### config.mk
export PLATFORM = sky130hd
export DESIGN_NAME = pip_compositor
export DESIGN_NICKNAME = d
export VERILOG_FILES = /design/src/rtl/pip_comp_pkg.sv /design/src/rtl/pip_window.sv /design/src/rtl/pip_bg_window.sv /design/src/rtl/pip_blank_shift.sv /design/src/rtl/pip_compositor.sv
export SDC_FILE = /design/constraint.sdc
export NUM_CORES = 1
export LEC_CHECK = 0
export ABC_AREA = 1
export CAP_MARGIN = 15
export CORE_ASPECT_RATIO = 0.9
export CORE_MARGIN = 4
export CORE_UTILIZATION = 55
export CTS_BUF_LIST = sky130_fd_sc_hd__clkbuf_16
export CTS_CLUSTER_SIZE = 12
export DETAILED_ROUTE_END_ITERATION = 6
export DONT_BUFFER_PORTS = 1
export PLACE_DENSITY_LB_ADDON = 0.15
export SLEW_MARGIN = 20
export SYNTH_ARGS = -nofsm -noshare
export SYNTH_HDL_FRONTEND = slang
export SYNTH_HIERARCHICAL = 1
export SYNTH_SLANG_ARGS = --single-unit
### constraint.sdc
create_clock -name clk -period 12.1 [get_ports clk]
set_clock_uncertainty 0.2 [all_clocks]
set_input_delay 2.42 -clock clk [delete_from_list [all_inputs] [get_ports clk]]
set_output_delay 2.42 -clock clk [all_outputs]
set_load 0.005 [all_outputs]
### src/rtl/pip_comp_pkg.sv
package pip_comp_pkg;

    typedef enum logic [2:0] {
        SEL_MAIN   = 3'd0,
        SEL_MINSET = 3'd1,
        SEL_SINSET = 3'd2,
        SEL_BORDER = 3'd3,
        SEL_BACK   = 3'd4
    } pix_sel_e;

    typedef struct packed {
        logic inner;
        logic outer;
    } win_hit_t;

    localparam int LINE_SAMPLES   = 1408;
    localparam int RED_DENOM      = 96;
    localparam int LINES_NTSC     = 228;
    localparam int LINES_PAL      = 276;
    localparam int BG_WIDTH       = 720;
    localparam int BG_LINES_NTSC  = 240;
    localparam int BG_LINES_PAL   = 288;
    localparam int INSET_H_SHIFT  = 3;
    localparam int BG_H_SHIFT     = 2;

    function automatic int inset_width(input int red);
        return (red * LINE_SAMPLES) / RED_DENOM;
    endfunction

    function automatic int inset_height(input int red, input logic pal);
        return (red * (pal ? LINES_PAL : LINES_NTSC)) / RED_DENOM;
    endfunction

    function automatic pix_sel_e inset_code(input logic idx);
        return idx ? SEL_SINSET : SEL_MINSET;
    endfunction

endpackage

### src/rtl/pip_window.sv
module pip_window
    import pip_comp_pkg::*;
#(
    parameter int HCW   = 11,
    parameter int VCW   = 9,
    parameter int POSW  = 8,
    parameter int HREDW = 6,
    parameter int VREDW = 7,
    parameter int BWW   = 3
) (
    input  logic [HCW-1:0]   h_count,
    input  logic [VCW-1:0]   v_count,
    input  logic [POSW-1:0]  hpos,
    input  logic [POSW-1:0]  vpos,
    input  logic [HREDW-1:0] hred,
    input  logic [VREDW-1:0] vred,
    input  logic             pal_mode,
    input  logic             border_en,
    input  logic [BWW-1:0]   border_width,
    output win_hit_t         hit
);
    localparam int HX = HCW + 3;
    localparam int VX = VCW + 2;

    logic [HX-1:0] hx, h_lo, h_hi, h_pad;
    logic [VX-1:0] vx, v_lo, v_hi, v_pad;
    logic          active;

    always_comb begin
        hx     = HX'(h_count);
        vx     = VX'(v_count);
        h_lo   = HX'(hpos) << INSET_H_SHIFT;
        h_hi   = h_lo + HX'(inset_width(int'(hred)));
        v_lo   = VX'(vpos);
        v_hi   = v_lo + VX'(inset_height(int'(vred), pal_mode));
        h_pad  = border_en ? (HX'(border_width) << 1) : '0;
        v_pad  = border_en ? VX'(border_width) : '0;
        active = (hred != '0) && (vred != '0);
        hit.inner = active && (hx >= h_lo) && (hx < h_hi)
                           && (vx >= v_lo) && (vx < v_hi);
        hit.outer = active && ((hx + h_pad) >= h_lo) && (hx < (h_hi + h_pad))
                           && ((vx + v_pad) >= v_lo) && (vx < (v_hi + v_pad));
    end

endmodule

### src/rtl/pip_bg_window.sv
module pip_bg_window
    import pip_comp_pkg::*;
#(
    parameter int HCW  = 11,
    parameter int VCW  = 9,
    parameter int BGPW = 4
) (
    input  logic [HCW-1:0]  h_count,
    input  logic [VCW-1:0]  v_count,
    input  logic [BGPW-1:0] bg_hpos,
    input  logic [BGPW-1:0] bg_vpos,
    input  logic            bg_en,
    input  logic            pal_mode,
    output logic            hit
);
    localparam int HX = HCW + 3;
    localparam int VX = VCW + 2;

    logic [HX-1:0] hx, h_lo, h_hi;
    logic [VX-1:0] vx, v_lo, v_hi;

    always_comb begin
        hx   = HX'(h_count);
        vx   = VX'(v_count);
        h_lo = HX'(bg_hpos) << BG_H_SHIFT;
        h_hi = h_lo + HX'(BG_WIDTH);
        v_lo = VX'(bg_vpos);
        v_hi = v_lo + VX'(pal_mode ? BG_LINES_PAL : BG_LINES_NTSC);
        hit  = bg_en && (hx >= h_lo) && (hx < h_hi) && (vx >= v_lo) && (vx < v_hi);
    end

endmodule

### src/rtl/pip_blank_shift.sv
module pip_blank_shift (
    input  logic       clk,
    input  logic       rst,
    input  logic [1:0] shift_code,
    input  logic       flag_next,
    input  logic       flag_cur,
    output logic [1:0] fb_half
);
    logic flag_prev;

    always_ff @(posedge clk) begin
        if (rst) flag_prev <= 1'b0;
        else     flag_prev <= flag_cur;
    end

    // bit 0 = first half-pixel, bit 1 = second half-pixel
    always_comb begin
        unique case (shift_code)
            2'b00:   fb_half = {flag_cur,  flag_cur};
            2'b01:   fb_half = {flag_cur,  flag_prev};
            2'b10:   fb_half = {flag_next, flag_cur};
            default: fb_half = {flag_next, flag_next};
        endcase
    end

endmodule

### src/rtl/pip_compositor.sv
module pip_compositor
    import pip_comp_pkg::*;
#(
    parameter int HCW   = 11,
    parameter int VCW   = 9,
    parameter int POSW  = 8,
    parameter int HREDW = 6,
    parameter int VREDW = 7,
    parameter int BWW   = 3,
    parameter int BGPW  = 4
) (
    input  logic             clk,
    input  logic             rst,
    input  logic [HCW-1:0]   h_count,
    input  logic [VCW-1:0]   v_count,
    input  logic [POSW-1:0]  main_hpos,
    input  logic [POSW-1:0]  main_vpos,
    input  logic [HREDW-1:0] main_hred,
    input  logic [VREDW-1:0] main_vred,
    input  logic [POSW-1:0]  sub_hpos,
    input  logic [POSW-1:0]  sub_vpos,
    input  logic [HREDW-1:0] sub_hred,
    input  logic [VREDW-1:0] sub_vred,
    input  logic             pal_mode,
    input  logic             border_en,
    input  logic [BWW-1:0]   border_width,
    input  logic             bg_en,
    input  logic [BGPW-1:0]  bg_hpos,
    input  logic [BGPW-1:0]  bg_vpos,
    input  logic             sub_on_top,
    input  logic [1:0]       blank_shift,
    output logic [2:0]       pix_sel,
    output logic [1:0]       fb_half
);
    localparam int NWIN = 2;

    logic [POSW-1:0]  w_hpos [NWIN];
    logic [POSW-1:0]  w_vpos [NWIN];
    logic [HREDW-1:0] w_hred [NWIN];
    logic [VREDW-1:0] w_vred [NWIN];

    assign w_hpos[0] = main_hpos;  assign w_hpos[1] = sub_hpos;
    assign w_vpos[0] = main_vpos;  assign w_vpos[1] = sub_vpos;
    assign w_hred[0] = main_hred;  assign w_hred[1] = sub_hred;
    assign w_vred[0] = main_vred;  assign w_vred[1] = sub_vred;

    win_hit_t hit_c [NWIN];
    win_hit_t hit_q [NWIN];
    logic     bg_c, bg_q;

    for (genvar i = 0; i < NWIN; i++) begin : g_win
        pip_window #(
            .HCW(HCW), .VCW(VCW), .POSW(POSW),
            .HREDW(HREDW), .VREDW(VREDW), .BWW(BWW)
        ) u_win (
            .h_count     (h_count),
            .v_count     (v_count),
            .hpos        (w_hpos[i]),
            .vpos        (w_vpos[i]),
            .hred        (w_hred[i]),
            .vred        (w_vred[i]),
            .pal_mode    (pal_mode),
            .border_en   (border_en),
            .border_width(border_width),
            .hit         (hit_c[i])
        );
    end

    pip_bg_window #(.HCW(HCW), .VCW(VCW), .BGPW(BGPW)) u_bg (
        .h_count (h_count),
        .v_count (v_count),
        .bg_hpos (bg_hpos),
        .bg_vpos (bg_vpos),
        .bg_en   (bg_en),
        .pal_mode(pal_mode),
        .hit     (bg_c)
    );

    // Stage A: registered window compares
    always_ff @(posedge clk) begin
        if (rst) begin
            for (int i = 0; i < NWIN; i++) hit_q[i] <= '0;
            bg_q <= 1'b0;
        end else begin
            for (int i = 0; i < NWIN; i++) hit_q[i] <= hit_c[i];
            bg_q <= bg_c;
        end
    end

    // Layer arbitration on stage A
    logic     top_i, bot_i;
    pix_sel_e arb_sel, sel_q;

    always_comb begin
        top_i   = sub_on_top;
        bot_i   = ~sub_on_top;
        arb_sel = SEL_MAIN;
        if (hit_q[top_i].outer)
            arb_sel = hit_q[top_i].inner ? inset_code(top_i) : SEL_BORDER;
        else if (hit_q[bot_i].outer)
            arb_sel = hit_q[bot_i].inner ? inset_code(bot_i) : SEL_BORDER;
        else if (bg_q)
            arb_sel = SEL_BACK;
    end

    // Stage B: select output
    always_ff @(posedge clk) begin
        if (rst) sel_q <= SEL_MAIN;
        else     sel_q <= arb_sel;
    end

    assign pix_sel = sel_q;

    pip_blank_shift u_fb (
        .clk       (clk),
        .rst       (rst),
        .shift_code(blank_shift),
        .flag_next (arb_sel != SEL_MAIN),
        .flag_cur  (sel_q != SEL_MAIN),
        .fb_half   (fb_half)
    );


    sel_legal_chk: assert property (@(posedge clk) disable iff (rst)
        sel_q <= SEL_BACK);


    bg_gate_chk: assert property (@(posedge clk) disable iff (rst)
        !$past(bg_en, 2) |-> sel_q != SEL_BACK);


    border_gate_chk: assert property (@(posedge clk) disable iff (rst)
        !$past(border_en, 2) |-> sel_q != SEL_BORDER);


    main_off_chk: assert property (@(posedge clk) disable iff (rst)
        ($past(main_hred, 2) == '0) |-> sel_q != SEL_MINSET);


    sub_off_chk: assert property (@(posedge clk) disable iff (rst)
        ($past(sub_vred, 2) == '0) |-> sel_q != SEL_SINSET);


    fb_noshift_chk: assert property (@(posedge clk) disable iff (rst)
        (blank_shift == 2'b00) |-> fb_half == {2{sel_q != SEL_MAIN}});


    fb_late_chk: assert property (@(posedge clk) disable iff (rst)
        (blank_shift == 2'b01 && $past(blank_shift) == 2'b01)
            |-> fb_half[0] == $past(fb_half[1]));


    fb_early_chk: assert property (@(posedge clk) disable iff (rst)
        (blank_shift == 2'b11 && $past(blank_shift) == 2'b11)
            |-> $past(fb_half[0]) == (sel_q != SEL_MAIN));

endmodule

* Word level (Yosys, flattened, before mapping)
Memory sizes are Yosys's and may differ from the RTL's. Cells that the tools add are included.
Word-level totals: bits in registers 5, memory bits (writable) 4, output and inout port bits 5, word-level logic and storage cells 95, memories 1
Cells by class: $add $sub $neg 12, multipliers 4, div/mod/pow operators 4, order comparisons 20, equality and inequality tests 2, mux-type cells 17, bitwise operators 3, reductions and logical operators 29
Memories:
- hit_q | words 2, width 2, read ports 2, clocked after Yosys merged registers in 0, wr ports 2, line pip_compositor.sv:48 | win_hit_t hit_q [NWIN];
Operators by type and width (count):
- $div A32 B8 Y32 const B | 4
- $lt A11 B14 Y1 | 5
- $mul A8 B32 Y32 | 2
- $lt A9 B11 Y1 | 5
- $add A11 B14 Y14 | 3
- $add A14 B14 Y14 | 2
- $ge A14 B11 Y1 | 2
- $add A11 B11 Y11 | 2
- $add A8 B11 Y11 | 2
- $ge A11 B11 Y1 | 2
- $ge A11 B8 Y1 | 2
- $logic_and A1 B1 Y1 | 22
- $mul A6 B4 Y10 const B | 2
- $ge A9 B8 Y1 | 2
- $mux W9 | 2
- $reduce_bool A7 Y1 | 2
- $mux W2 | 6
- $mux W3 | 4
- $reduce_bool A6 Y1 | 2
- $add A4 B11 Y11 | 1
- $add A6 B10 Y11 const B | 1
- $add A9 B11 Y11 | 1
- $ge A11 B6 Y1 | 1
- $ge A9 B4 Y1 | 1
- other kinds (9) | 13

* Depth between registers and ports, before layout
word-level depth 9, mapped depth 83

* Cells and area by module
The synthesis kept the hierarchy.
By module, submodules not included:
- pip_window | instances 2, cells an instance 979, area each 6292.3 um^2, seq. area each 0.0 um^2
- pip_bg_window | instances 1, cells an instance 116, area each 616.8 um^2, seq. area each 0.0 um^2
- pip_compositor | instances 1, cells an instance 33, area each 262.8 um^2, seq. area each 160.2 um^2
- pip_blank_shift | instances 1, cells an instance 11, area each 58.8 um^2, seq. area each 20.0 um^2

* Worst setup path after synthesis
OpenSTA, ideal clock, no wires.
kind input port to flip-flop, from input port pal_mode, to memory hit_q[0][0] (netlist bit), arrival 11.880 ns, data required time 11.785 ns, setup slack -0.095 ns, stages 71, buffers on the path 1, cell sequence clkbuf_1 > nor2_1 > fa_1 > ha_1 > fa_1 > inv_1 > fa_1 > inv_1 > ha_1 > nand2_1 > inv_1 > nand2_1 > nand2_1 > nand2_1 > nand3_1 > nand2_1 > nand2_4 > ha_1 > [... 35 more ...] > fa_1 > inv_1 > fa_1 > nand2_1 > inv_1 > o211ai_1 > nor2_1 > nand3_1 > nand2_1 > ha_1 > nand4_1 > o221ai_1 > a21o_1 > a21oi_1 > o311ai_0 > a21oi_1 > inv_1 > nor2_1
RTL lines:
- from (decl) | line pip_compositor.sv:24 | input logic pal_mode,
- to (decl) | line pip_compositor.sv:48

==> qor.yml <==
sta:
  hold_viol_final: 0
  rsz0062_at_grt: "yes"
  max_freq_mhz: 80.5
  worst_slack_ns: -0.320
  finalCritPeriodShare_pct: 103
  period_minus_slack_ns: 12.42
  setup_viol: 2
  slew_headroom_pct: 32.9
  worst_pin_slew_ns: 0.980
  slew_viol_final: 0
final_layout:
  fillerInstances: 2014
  nets: 2731
  syn_to_final_growth_pct: 23.9
  seq_area_um2: 180
  diodes: 0
  drive_gt1_share_pct: 21.9
  instances_no_fill: 2577
  stdcell_area_mm2: 0.0168
  multi_input_area_mm2: 0.0132
synthesis:
  synth.most_common_cell: "nand2_1"
  async_flop_share_pct: 0
  synth_top_area_cell: "ha_1"
  synthSimpleGateAreaFrac_pct: 31.3
  ys_seq_elements: 9
  synth_edf_count: 0
  synth_xor_area_share_pct: 6.48
  syn_inst: 2118
  synth.cells.most_frequent: "nand2_1, inv_1, ha_1, nor2_1, nand3_1"
  synth_top_cell_area_share_pct: 29.1
  synthTopCellsByArea: "ha_1, nand2_1, inv_1, fa_1, nand3_1"
  syn_area_mm2: 0.0135
  synth_compound_gate_area_share_pct: 11.6
  synth-adder-area-share_pct: 36.5
  synth_top_flop_cell: "dfxtp_1"
  synth_warnings: 6
  ys_types: 51
  synth.avg_cell_area_um2: 6.38
  synth_top_family_by_area: "adder cells"
  synthMuxAreaShare_pct: 0
  seq_area_frac_synth_pct: 1.33
clock_network:
  path_clk_slew_ns: 0.04
  cts_sinks: 9
  clk_latency_ns: 0.23
  clockBufferDepth: 2
  cts_made_buffers: 3
  h-tree-depth: 1
  clock-root-buffer: "clkbuf_16"
  cts_tree: "built"
critical_path:
  crit_buf_inv: 13
  cp_num_cells: 72
  cpLargestDelayFamily: "adder cells"
  r2r-start: "pix_sel[1]$_SDFF_PP0_"
  cp-startpoint: "sub_vred[2]"
  critPathMaxFanout: 4
  crit_path_end_kind: "register"
  cp-start-kind: "primary input"
  cp_data_arrival_time_ns: 12.39
  reg2reg_depth: 3
  reg2reg_to: "u_fb/flag_prev$_SDFF_PP0_"
  r2r_slack_ns: 10.95
  cpPeakStageDelay_ns: 0.59
  crit_slowest_cell: "fa_1"
  setup.worst_path.end: "hit_q[1][0]$_SDFF_PP0_"
  path_class: "primary input to register"
  worstPathRequired_ns: 12.07
  crit_top_cell: "nand2_2"
placed_design:
  dp.cells: 2538
  io_buffers: 0
  place_area_mm2: 0.0148
  post-dp-hpwl_um: 28900
  gp_congestion: 0.892
grt:
  grt.total_usage_pct: 24.6
  antenna_found_initial: 0
  grt_pass1_wl_um: 58000
  grt_max_degree: 47
  grt_pass1_vias: 12900
  grt.overflow.total: 0
outcome:
  status: "finished, violations left"
  violations: "negative setup slack"
die:
  core-area_mm2: 0.0243
  ioPinCount: 102
  rows: 54
  die-area_mm2: 0.0272
  die_w_um: 173
  start_util_pct: 55.8
  die_y_um: 157
detailed_routing:
  wirelength_um: 37100
  viasPerCell: 5.39
  vias: 13900
  final_antenna_net_count: 0
  drt-initial-drc-count: 734
  drcViolationCount: 0
  wl_per_cell_um: 14.4
  first_pass_iters: 5
min_path:
  hp-class: "register to register"
  hold_path_startpoint: "bg_q$_SDFF_PP0_"
run:
  drv_cap: 0
==> sequential cells by signal (all words and copies together), names as in the netlist <==
register and count:
u_fb/flag_prev 1, hit_q 4, pix_sel 3, bg_q 1
==> layout by cell type, fill, tap and decap left out, types with 44 or more instances in the layout <==
cell / instances
nor2_1: 113
a21oi_1: 77
nand2_1: 438
fa_1: 46
nand4_1: 44
ha_1: 281
nand3_1: 83
xor2_1: 62
inv_1: 401
o21ai_0: 46
nand2_2: 60
buf_4: 154
==> worst min-delay path: stages, from the launching register on <==
cell and delay, ns:
dfxtp_1 0.29, nand2_1 0.09, nor2_1 0.05
==> cell type report <==
class	instances	share of cell area, %
clock buffer	3	0.448
clock inverter	1	0.0224
inverter	443	10.1
multi-input combinational	1657	79.1
sequential	9	1.08
tap	308	2.30
timing repair buffer	156	7.04
==> stage by stage <==
stage	util (%)	setup slack, ns	hold slack, ns	TNS [ns]
after floorplan	-	0.0114	0.225	0
after global placement	61.1	-0.661	0.252	-0.862
after detailed placement	61.1	-0.833	0.257	-1.45
after CTS	63.6	-0.0621	0.262	-0.0621
after global routing	69.1	-0.916	0.297	-2.42
final	69.1	-0.320	0.269	-0.519
==> worst min-delay path by stage <==
| stage | to | slack [ns] | cells after the start |
|---|---|---|---|
| global route | pix_sel[2]$_SDFF_PP0_ | 0.30 | 2 |
| finish | pix_sel[2]$_SDFF_PP0_ | 0.27 | 2 |
| CTS | pix_sel[2]$_SDFF_PP0_ | 0.26 | 2 |
| floorplan | pix_sel[2]$_SDFF_PP0_ | 0.22 | 2 |
| global placement | pix_sel[2]$_SDFF_PP0_ | 0.25 | 2 |
| detailed placement | pix_sel[2]$_SDFF_PP0_ | 0.26 | 2 |
==> logic make-up after synthesis <==
kind of cell               Yosys count
AOI/OAI and AO/OA                  263
xor gates and xnor gates           100
adders and majority gates          364
buffers and inverters              456
DFF                                  9
other                                4
and+or+nand+nor                    922
==> metal layers <==
layer / vias up / global-route usage (%) / wire length, um
met2: 305 / 44.0 / 18000
met3: 43 / 2.83 / 1740
met1: 6384 / 32.7 / 16800
met5: - / 0 / 0
met4: 0 / 3.53 / 550
li1: 7164 / - / -
==> what timing repair did <==
action                                  in CTS  in global routing
resized for setup                           69                270
hold buffers                                 0                  0
setup buffers                               17                 19
endpoints found under the setup margin       2                  4
pin swaps                                   57                186
Power is not shown: default switching activity piles up to over one toggle a cycle in this logic, so the estimate is an artifact.
